[src/rtl/lrb_pkg.sv]
package lrb_pkg;
  localparam int PREP_CYC   = 3;
  localparam int RET_CYC    = 2;
  localparam int PACC_EDGES = 2;
  localparam int BDIV_W     = 4;
  localparam int PDIV_W     = 3;

  typedef enum logic [2:0] {
    ST_IDLE,
    ST_PREP,
    ST_SYNC,
    ST_XFER,
    ST_PACC,
    ST_RET,
    ST_RESP
  } lrb_state_e;

  function automatic logic [BDIV_W-1:0] core_bus_div(input logic [2:0] sel);
    logic [BDIV_W-1:0] d;
    case (sel)
      3'd0:    d = BDIV_W'(1);
      3'd1:    d = BDIV_W'(2);
      3'd2:    d = BDIV_W'(3);
      3'd3:    d = BDIV_W'(4);
      3'd4:    d = BDIV_W'(8);
      default: d = BDIV_W'(1);
    endcase
    return d;
  endfunction

  function automatic logic [PDIV_W-1:0] bus_per_div(input logic [1:0] sel);
    return PDIV_W'(sel) + PDIV_W'(1);
  endfunction
endpackage

[src/rtl/lrb_clk_en.sv]
module lrb_clk_en
  import lrb_pkg::*;
(
  input  logic       clk,
  input  logic       rst_n,
  input  logic       busy,
  input  logic [2:0] core_sel,
  input  logic [1:0] per_sel,
  output logic       bus_ce,
  output logic       per_ce
);
  localparam logic [BDIV_W-1:0] B_ONE = BDIV_W'(1);
  localparam logic [PDIV_W-1:0] P_ONE = PDIV_W'(1);

  logic [BDIV_W-1:0] bdiv_q, bcnt;
  logic [PDIV_W-1:0] pdiv_q, pcnt;

  // ratios frozen while an access is in flight
  always_ff @(posedge clk or negedge rst_n) begin
    if (!rst_n) begin
      bdiv_q <= B_ONE;
      pdiv_q <= P_ONE;
    end else if (!busy) begin
      bdiv_q <= core_bus_div(core_sel);
      pdiv_q <= bus_per_div(per_sel);
    end
  end

  always_comb begin
    bus_ce = (bcnt >= (bdiv_q - B_ONE));
    per_ce = bus_ce && (pcnt >= (pdiv_q - P_ONE));
  end

  always_ff @(posedge clk or negedge rst_n) begin
    if (!rst_n) begin
      bcnt <= '0;
      pcnt <= '0;
    end else begin
      bcnt <= bus_ce ? '0 : bcnt + B_ONE;
      if (bus_ce) pcnt <= per_ce ? '0 : pcnt + P_ONE;
    end
  end

  assert_cfg_frozen_R9: assert property (@(posedge clk) disable iff (!rst_n)
    $past(busy) |-> ($stable(bdiv_q) && $stable(pdiv_q)));

  assert_bus_gap_R2: assert property (@(posedge clk) disable iff (!rst_n)
    (bus_ce && busy && bdiv_q > B_ONE) |=> !bus_ce);
endmodule

[src/rtl/lrb_seq.sv]
module lrb_seq
  import lrb_pkg::*;
(
  input  logic clk,
  input  logic rst_n,
  input  logic bus_ce,
  input  logic per_ce,
  input  logic req_valid,
  input  logic req_write,
  input  logic rsp_ready,
  output logic req_ready,
  output logic busy,
  output logic accept,
  output logic access_stb,
  output logic wr_q,
  output logic rsp_valid
);
  localparam int CNT_MAX = (PREP_CYC > PACC_EDGES) ?
                           ((PREP_CYC > RET_CYC) ? PREP_CYC : RET_CYC) :
                           ((PACC_EDGES > RET_CYC) ? PACC_EDGES : RET_CYC);
  localparam int CNT_W = $clog2(CNT_MAX + 1);
  localparam logic [CNT_W-1:0] C_ONE = CNT_W'(1);

  lrb_state_e state, state_n;
  logic [CNT_W-1:0] cnt, cnt_n;
  logic prep_last, pacc_last, ret_last;

  always_comb begin
    req_ready  = (state == ST_IDLE);
    busy       = (state != ST_IDLE);
    rsp_valid  = (state == ST_RESP);
    accept     = req_valid && req_ready;
    prep_last  = (cnt == CNT_W'(PREP_CYC - 1));
    pacc_last  = (cnt == CNT_W'(PACC_EDGES - 1));
    ret_last   = (cnt == CNT_W'(RET_CYC - 1));
    access_stb = (state == ST_PACC) && per_ce && pacc_last;
  end

  always_comb begin
    state_n = state;
    cnt_n   = cnt;
    unique case (state)
      ST_IDLE: if (accept) begin
        state_n = ST_PREP;
        cnt_n   = '0;
      end
      ST_PREP: begin
        if (prep_last) state_n = bus_ce ? ST_XFER : ST_SYNC;
        else           cnt_n   = cnt + C_ONE;
      end
      ST_SYNC: if (bus_ce) state_n = ST_XFER;
      ST_XFER: if (per_ce) begin
        state_n = ST_PACC;
        cnt_n   = '0;
      end
      ST_PACC: if (per_ce) begin
        if (pacc_last) begin
          state_n = wr_q ? ST_RESP : ST_RET;
          cnt_n   = '0;
        end else begin
          cnt_n = cnt + C_ONE;
        end
      end
      ST_RET: begin
        if (ret_last) state_n = ST_RESP;
        else          cnt_n   = cnt + C_ONE;
      end
      ST_RESP: if (rsp_ready) state_n = ST_IDLE;
      default: state_n = ST_IDLE;
    endcase
  end

  always_ff @(posedge clk or negedge rst_n) begin
    if (!rst_n) begin
      state <= ST_IDLE;
      cnt   <= '0;
      wr_q  <= 1'b0;
    end else begin
      state <= state_n;
      cnt   <= cnt_n;
      if (accept) wr_q <= req_write;
    end
  end

  assert_xfer_aligned_R3: assert property (@(posedge clk) disable iff (!rst_n)
    (state == ST_XFER && $past(state) != ST_XFER) |-> $past(bus_ce));

  assert_pacc_aligned_R4: assert property (@(posedge clk) disable iff (!rst_n)
    (state == ST_PACC && $past(state) != ST_PACC) |-> $past(per_ce));

  assert_ret_only_read_R5: assert property (@(posedge clk) disable iff (!rst_n)
    (state == ST_RET) |-> !wr_q);
endmodule

[src/rtl/lrb_regfile.sv]
module lrb_regfile #(
  parameter int ADDR_W = 4,
  parameter int DATA_W = 16
) (
  input  logic              clk,
  input  logic              rst_n,
  input  logic              we,
  input  logic [ADDR_W-1:0] addr,
  input  logic [DATA_W-1:0] wdata,
  output logic [DATA_W-1:0] rdata
);
  localparam int DEPTH = 1 << ADDR_W;

  logic [DATA_W-1:0] words [DEPTH];

  for (genvar g = 0; g < DEPTH; g++) begin : g_word
    always_ff @(posedge clk or negedge rst_n) begin
      if (!rst_n)                               words[g] <= '0;
      else if (we && addr == ADDR_W'(g))        words[g] <= wdata;
    end
  end

  assign rdata = words[addr];
endmodule

[src/rtl/lrb_bridge.sv]
module lrb_bridge
  import lrb_pkg::*;
#(
  parameter int ADDR_W = 4,
  parameter int DATA_W = 16
) (
  input  logic              clk,
  input  logic              rst_n,
  input  logic [2:0]        cfg_core_bus_sel,
  input  logic [1:0]        cfg_bus_per_sel,
  input  logic              req_valid,
  output logic              req_ready,
  input  logic              req_write,
  input  logic [ADDR_W-1:0] req_addr,
  input  logic [DATA_W-1:0] req_wdata,
  output logic              rsp_valid,
  input  logic              rsp_ready,
  output logic [DATA_W-1:0] rsp_rdata,
  output logic              bus_ce_o,
  output logic              per_ce_o
);
  logic busy, accept, access_stb, wr_q;
  logic [ADDR_W-1:0] addr_q;
  logic [DATA_W-1:0] wdata_q, rdata_q, rf_rdata;

  lrb_clk_en u_ce (
    .clk      (clk),
    .rst_n    (rst_n),
    .busy     (busy),
    .core_sel (cfg_core_bus_sel),
    .per_sel  (cfg_bus_per_sel),
    .bus_ce   (bus_ce_o),
    .per_ce   (per_ce_o)
  );

  lrb_seq u_seq (
    .clk        (clk),
    .rst_n      (rst_n),
    .bus_ce     (bus_ce_o),
    .per_ce     (per_ce_o),
    .req_valid  (req_valid),
    .req_write  (req_write),
    .rsp_ready  (rsp_ready),
    .req_ready  (req_ready),
    .busy       (busy),
    .accept     (accept),
    .access_stb (access_stb),
    .wr_q       (wr_q),
    .rsp_valid  (rsp_valid)
  );

  always_ff @(posedge clk or negedge rst_n) begin
    if (!rst_n) begin
      addr_q  <= '0;
      wdata_q <= '0;
      rdata_q <= '0;
    end else begin
      if (accept) begin
        addr_q  <= req_addr;
        wdata_q <= req_wdata;
      end
      if (access_stb) rdata_q <= wr_q ? '0 : rf_rdata;
    end
  end

  lrb_regfile #(.ADDR_W(ADDR_W), .DATA_W(DATA_W)) u_rf (
    .clk   (clk),
    .rst_n (rst_n),
    .we    (access_stb && wr_q),
    .addr  (addr_q),
    .wdata (wdata_q),
    .rdata (rf_rdata)
  );

  assign rsp_rdata = rdata_q;

  assert_no_accept_busy_R7: assert property (@(posedge clk) disable iff (!rst_n)
    (req_valid && req_ready) |=> !req_ready);

  assert_rsp_hold_R8: assert property (@(posedge clk) disable iff (!rst_n)
    (rsp_valid && !rsp_ready) |=> (rsp_valid && $stable(rsp_rdata)));

  assert_reset_idle_R1: assert property (@(posedge clk) disable iff (!rst_n)
    $rose(rst_n) |-> (req_ready && !rsp_valid));
endmodule

[config.mk]
export PLATFORM = sky130hd
export DESIGN_NAME = lrb_bridge
export DESIGN_NICKNAME = d
export VERILOG_FILES = /design/src/rtl/lrb_pkg.sv /design/src/rtl/lrb_clk_en.sv /design/src/rtl/lrb_seq.sv /design/src/rtl/lrb_regfile.sv /design/src/rtl/lrb_bridge.sv
export SDC_FILE = /design/constraint.sdc
export NUM_CORES = 1
export LEC_CHECK = 0
export ABC_AREA = 1
export BUFFER_PORTS_ARGS = -buffer_cell sky130_fd_sc_hd__buf_2
export CELL_PAD_IN_SITES_DETAIL_PLACEMENT = 1
export CELL_PAD_IN_SITES_GLOBAL_PLACEMENT = 2
export CORE_MARGIN = 5
export CORE_UTILIZATION = 38
export DETAILED_ROUTE_END_ITERATION = 12
export PLACE_DENSITY_LB_ADDON = 0.1
export SLEW_MARGIN = 0
export SYNTH_ARGS = -nofsm -noshare
export SYNTH_HDL_FRONTEND = slang
export SYNTH_SLANG_ARGS = --single-unit
[constraint.sdc]
create_clock -name clk -period 3.52 [get_ports clk]
set_clock_uncertainty 0.05 [all_clocks]
set_input_delay 0.176 -clock clk [delete_from_list [all_inputs] [get_ports clk]]
set_output_delay 0.176 -clock clk [all_outputs]
set_load 0.01 [all_outputs]
Word-level counts from Yosys, hierarchy flattened
Cells that the tools add are included.

Add/sub/neg operators: 6. $lt $le $gt $ge: 3. Eq/ne operators: 37. Multiplexer cells: 25. Bitwise operators: 1. Reduce and logical (&&, ||, !) cells: 27.

Operators with widths (number): $bmux W16 S4 (1); $mux W16 (3); $eq A4 B4 Y1 const B (8); $mux W3 (9); $logic_and A1 B1 Y1 (21); $pmux W3 S7 (1); $eq A4 B3 Y1 const B (4); $pmux W4 S4 (1); $mux W2 (7); $eq A3 B2 Y1 const B (4); $eq A3 B3 Y1 const B (4); $ne A2 B1 Y1 const B (5); $ne A2 B2 Y1 const B (5); $pmux W2 S5 (1); $eq A4 B2 Y1 const B (2); $reduce_and A8 Y1 (1); $eq A3 B1 Y1 const B (2); $reduce_and A6 Y1 (1); $ge A5 B5 Y1 const B (1); $not A4 Y5 (1); $reduce_bool A5 Y1 (1); $add A4 B1 Y4 const B (1); $eq A4 B1 Y1 const B (1); $ge A4 B4 Y1 (1); other kinds (13) (13).

Flip-flop bits (word level): 312. Input bits: 30. Output and inout bits: 20. Logic and storage cells: 125.

Depth between registers and ports, before layout
Depth after elaboration: 7. Gate-level depth with buffers: 17. Depth with buffers taken out: 14.

Hierarchy
A second synthesis with hierarchy kept.

Cell total of the unflattened synthesis: 1976. Area total of the unflattened synthesis: 14899.3 um^2.

By module, submodules not included: lrb_regfile (times used 1, cells each 1646, area an instance 12025.3 um^2, seq. area each 6406.1 um^2); lrb_bridge (times used 1, cells each 156, area an instance 1476.4 um^2, seq. area each 900.9 um^2); lrb_clk_en (times used 1, cells each 94, area an instance 857.1 um^2, seq. area each 352.8 um^2); lrb_seq (times used 1, cells each 80, area an instance 540.5 um^2, seq. area each 150.1 um^2).

Least setup slack after synthesis
OpenSTA, ideal clock, no wires.

Kind: register -> register. Start point: register u_ce.bdiv_q[0]. End point: register u_rf.words[21] in the netlist's numbering. Library setup time: 123 ps. Data arrival time: 2398 ps. Data required time: 3347 ps. Setup slack: 949 ps. Stages on the path, launching flop included: 18. Clock period less this slack: 2571 ps. Path through: dfstp_2 -> inv_1 -> ha_1 -> xnor2_1 -> ha_1 -> nand2_1 -> inv_1 -> nand2_1 -> nand3_2 -> nand2_2 -> inv_2 -> nand3_2 -> buf_6 -> buf_12 -> nor2_8 -> buf_6 -> nand2_1 -> nand2_1.

Longest elaborated chain between the ends: 7.

Ends and longest elaborated chain: start, declared (line lrb_clk_en.sv:15) `logic [BDIV_W-1:0] bdiv_q, bcnt;`; start signal, assigned (line lrb_clk_en.sv:24) `bdiv_q <= core_bus_div(core_sel);`; $sub A4 B1 Y4 (line lrb_clk_en.sv:30) `bus_ce = (bcnt >= (bdiv_q - B_ONE));`; $ge A4 B4 Y1 (line lrb_clk_en.sv:30); $logic_and A1 B1 Y1 (line lrb_clk_en.sv:31) `per_ce = bus_ce && (pcnt >= (pdiv_q - P_ONE));`; named net per_ce_o (line lrb_bridge.sv:20) `output logic per_ce_o`; $logic_and A1 B1 Y1 (2 in a row) (line lrb_seq.sv:36) `access_stb = (state == ST_PACC) && per_ce && pacc_last;`; $logic_and A1 B1 Y1 (line lrb_bridge.sv:69) `.we (access_stb && wr_q),`; $logic_and A1 B1 Y1 (line lrb_regfile.sv:19) `else if (we && addr == ADDR_W'(g)) words[g] <= wdata;`; end signal, assigned by index (line lrb_regfile.sv:19); end, declared (line lrb_regfile.sv:14) `logic [DATA_W-1:0] words [DEPTH];`.

The timed path passes the listed nets, and every way through them passes these cells. A chain may end at the register's enable or synchronous reset.

Final worst setup path
Start point: register u_ce.bdiv_q[0]. End point: register u_rf.words[195] in the netlist's numbering.

Longest elaborated chain between the ends: 7.

Ends and longest elaborated chain (line): $sub A4 B1 Y4 (lrb_clk_en.sv:30); $ge A4 B4 Y1 (lrb_clk_en.sv:30); $logic_and A1 B1 Y1 (lrb_clk_en.sv:31); $logic_and A1 B1 Y1 (2 in a row) (lrb_seq.sv:36); $logic_and A1 B1 Y1 (lrb_bridge.sv:69); $logic_and A1 B1 Y1 (lrb_regfile.sv:19).

Every way passes these cells.

==> flow_summary.yaml <==
setup_path:
  r2r_slack_ps: 420
  worstPathRequired_ps: 3950
  setup.worst_path.class: "flip-flop to flip-flop"
  endpoint_kind: "flip-flop"
  startpoint_type: "flip-flop"
  crit_arrival_ps: 3530
  crit_slowest_cell: "nor2_2"
  cp_max_fo: 74
  path_cells: "inv_1 > ha_1 > xnor2_1 > ha_1 > nand4_1 > nand3_2 > nand2_2 > inv_2 > nand3_4 > buf_12 > nor2_2 > nand2_1 > nand2_1"
  rr_worst_depth: 13
  max_stage_delay_ps: 570
  worstReg2RegStart: "u_ce.bdiv_q[0]"
  cp_top_family: "simple AND/OR/NAND/NOR gates"
  cp_num_buf_inv: 3
  rr_endpoint: "u_rf.words[195]"
global_route:
  grt_pass1_vias: 13600
  antenna_found_initial: 0
  grt_pass1_wl_um: 80300
  track_usage_pct: 23.2
  overflow: 0
  grt_max_degree: 106
synth:
  synth_simple_gate_area_share_pct: 30.1
  synth_compound_area_share_pct: 9.49
  synthXorXnorAreaFrac_pct: 0.293
  postSynthNetCount: 1925
  synth_top_family_by_area: "simple AND/OR/NAND/NOR gates"
  yosys_warnings: 0
  synthesis.area_sq_um: 14900
  synth.avg_cell_area_sq_um: 7.95
  yosys.cell_types.count: 34
  ys_ff_latch: 312
  yosysSeqAreaShare_pct: 52.3
  yosys.area_share.adder_pct: 1.26
  synthMuxAreaShare_pct: 1.36
  synth_cells: 1880
drt:
  totalWireLength_um: 50400
  drt_iter0_markers: 672
  drt-pass1-iter-count: 4
  vias_per_cell: 5.23
  drc: 0
  via_count: 12800
  wl_per_cell_um: 20.5
  ant_nets: 0
die:
  die_w_um: 208
  initial_core_util_pct: 38.6
  die_area_sq_um: 43400
  io_pins: 50
  rows: 72
  dieHeight_um: 208
  fp.coreArea_sq_um: 38700
clock_network:
  htree_levels: 2
  clock_path_buffers: 3
  cts_setup_buffers: 0
  cts_root_buf: "clkbuf_16"
  cts_buffers: 39
  clkSlewWorstSetupHoldPaths_ps: 60
  cts_tree: "yes"
  cts.sinks: 312
  clk_latency_ps: 550
timing:
  tightest_slew_ps: 985
  setup_viol: 0
  period_share_pct: 88.0
  clock.fmax_mhz: 323
  setup_ws_ps: 424
  slew_violations: 0
  rsz0062_at_grt: "false"
  min_period_ps: 3100
  setup-tns-final_ps: 0
  finalHoldViolations: 0
  relSlewSlack_pct: 34.2
power:
  sw_frac_of_total_pct: 39.1
  seqPwrFrac_pct: 40.7
  power_density_nw_per_um2: 683
  power.internal_mw: 7.14
  p_leak_nw: 9.21
  power_frac_comb_pct: 24.9
  p_sw_mw: 4.59
  irDropWorstVdd_mv: 0.422
  finalPower_mw: 11.7
  pwr-share-clk_pct: 34.4
finish:
  areaGrowthSynthToFinish_pct: 15.0
  nFillCells: 4678
  drive_above_1_share_pct: 10.5
  antenna_cells: 0
  seqCellArea_sq_um: 7810
  multi_input_area_sq_um: 6370
  nets: 1951
job:
  max_cap_violations: 0
placement:
  dp_hpwl_um: 32200
  port_buffers: 49
  routabilityCongestion: 0.820
  place_ws_ps: 415
status:
  status: "finished clean"
min_path:
  min_to: "u_seq.cnt[1]"
  hold_path.class: "input port to flip-flop"
  hold_path.startpoint: "req_valid"
  whs_path_depth: 5
-- Yosys cell counts --
master | number | share of area, %
nand3_2 | 2 | 0.13
nand2_1 | 938 | 24
o31ai_1 | 1 | 0.050
nand4_1 | 82 | 3.4
xnor2_1 | 4 | 0.23
nand2_2 | 1 | 0.042
buf_1 | 6 | 0.15
o211ai_1 | 1 | 0.050
clkbuf_1 | 86 | 2.2
nor2_2 | 3 | 0.13
and3_1 | 1 | 0.042
a21oi_1 | 12 | 0.40
dfstp_2 | 2 | 0.35
buf_6 | 11 | 0.83
o21ai_0 | 168 | 5.6
buf_12 | 1 | 0.13
xor2_1 | 1 | 0.059
clkinv_1 | 1 | 0.025
o21bai_1 | 1 | 0.050
ha_1 | 15 | 1.3
nor2_4 | 5 | 0.38
mux2_2 | 18 | 1.4
dfrtp_1 | 310 | 52
inv_2 | 5 | 0.13
nor2_8 | 9 | 1.2
inv_1 | 23 | 0.58
nand3_1 | 12 | 0.40
o21ai_1 | 97 | 3.3
a21oi_2 | 1 | 0.059
nor3_1 | 4 | 0.13
nand3b_1 | 1 | 0.050
buf_2 | 31 | 1.0
nor2_1 | 24 | 0.60
buf_4 | 3 | 0.15
-- how the worst max path moves through the flow --
| stage | depth (start not counted) | from | slack (ps) | endpoint |
|---|---|---|---|---|
| 3_3_place_gp | 15 | u_ce.bdiv_q[0] | 540 | u_rf.words[201] |
| 4_1_cts | 13 | u_ce.bdiv_q[0] | 410 | u_rf.words[195] |
| 6_report | 13 | u_ce.bdiv_q[0] | 420 | u_rf.words[195] |
| 5_1_grt | 14 | u_ce.bdiv_q[0] | 150 | u_rf.words[201] |
| 3_5_place_dp | 13 | u_ce.bdiv_q[0] | 410 | u_rf.words[195] |
| 2_1_floorplan | 17 | u_ce.bdiv_q[0] | 950 | u_rf.words[21] |
-- per-stage QoR --
step	cell area (sq um)	instances	utilization, %	hold slack (ps)
3_5_place_dp	15600	2355	40.3	283
3_3_place_gp	15600	2355	40.3	283
5_1_grt	17200	2454	44.4	193
6_report	17200	2454	44.4	121
4_1_cts	17200	2454	44.4	101
2_1_floorplan	14900	1880	-	-170
-- cell usage in the layout (no fill, tap or decap), types with 2 or more instances in the layout --
cell type / synthesis / routed
mux2_2: 18 / 18
ha_1: 15 / 15
xnor2_1: 4 / 4
nor2_4: 5 / 7
nand4_1: 82 / 82
nor2_2: 3 / 3
buf_4: 3 / 40
o21ai_0: 168 / 168
dfrtp_1: 310 / 310
nor2_1: 24 / 22
nand3_1: 12 / 12
clkbuf_8: 0 / 11
inv_2: 5 / 5
nand2_1: 938 / 938
buf_12: 1 / 6
nor2_8: 9 / 9
clkinv_2: 0 / 7
a21oi_1: 12 / 12
clkbuf_1: 86 / 10
o21ai_1: 97 / 97
nor3_1: 4 / 4
inv_1: 23 / 23
buf_2: 31 / 48
clkbuf_16: 0 / 41
dlygate4sd3_1: 0 / 28
dfstp_2: 2 / 2
-- layout make-up --
cell class,instances,area share [%]
clock inverter,9,0.422
timing repair buffer,123,5.56
clock buffer,62,7.07
inverter,29,0.633
sequential,312,45.4
tap,518,3.77
multi-input combinational,1401,37.1
-- layer usage --
metal	wire length [um]	vias up	track usage, %
met2	24300	194	39.2
met5	0	-	0
li1	-	6111	-
met4	1030	0	5.82
met3	1540	65	2.73
met1	23500	6469	32.1
-- timing repair --
item,in CTS,in global routing
gates resized for setup,0,0
hold endpoints to repair,129,0
hold buffers,28,0
-- worst reg2reg max path, stage by stage (launching register included) --
cell and delay [ps]:
dfstp_2 530, inv_1 70, ha_1 210, xnor2_1 130, ha_1 300, nand4_1 150
nand3_2 130, nand2_2 90, inv_2 110, nand3_4 190, buf_12 280, nor2_2 600
nand2_1 120, nand2_1 100
-- sequential cells by signal, summed over array words and instances, names as in the netlist --
| name | count |
|---|---|
| u_rf.words | 256 |
| rsp_rdata | 16 |
| wdata_q | 16 |
| addr_q | 4 |
| u_ce.bcnt | 4 |
| u_ce.bdiv_q | 4 |
| u_ce.pcnt | 3 |
| u_ce.pdiv_q | 3 |
| u_seq.state | 3 |
| u_seq.cnt | 2 |
| u_seq.wr_q | 1 |
-- cells by family after synthesis --
group                      after synthesis
buffers and inverters                  167
AOI/OAI and AO/OA                      281
xor gates and xnor gates                 5
DFF                                    312
and+or+nand+nor                       1082
adders and majority gates               15
muxes                                   18
-- power groups by stage --
stage          Clock [mW]  Combinational [mW]  Sequential, mW
6_report             4.04                2.92            4.78
5_1_grt              4.28                3.25            4.84
4_1_cts              4.13                2.96            4.79
3_5_place_dp            0                2.93            4.85
3_3_place_gp            0                2.87            4.84
2_1_floorplan           0                2.21            4.07
No activity file was read; power rests on OpenSTA's default activity.
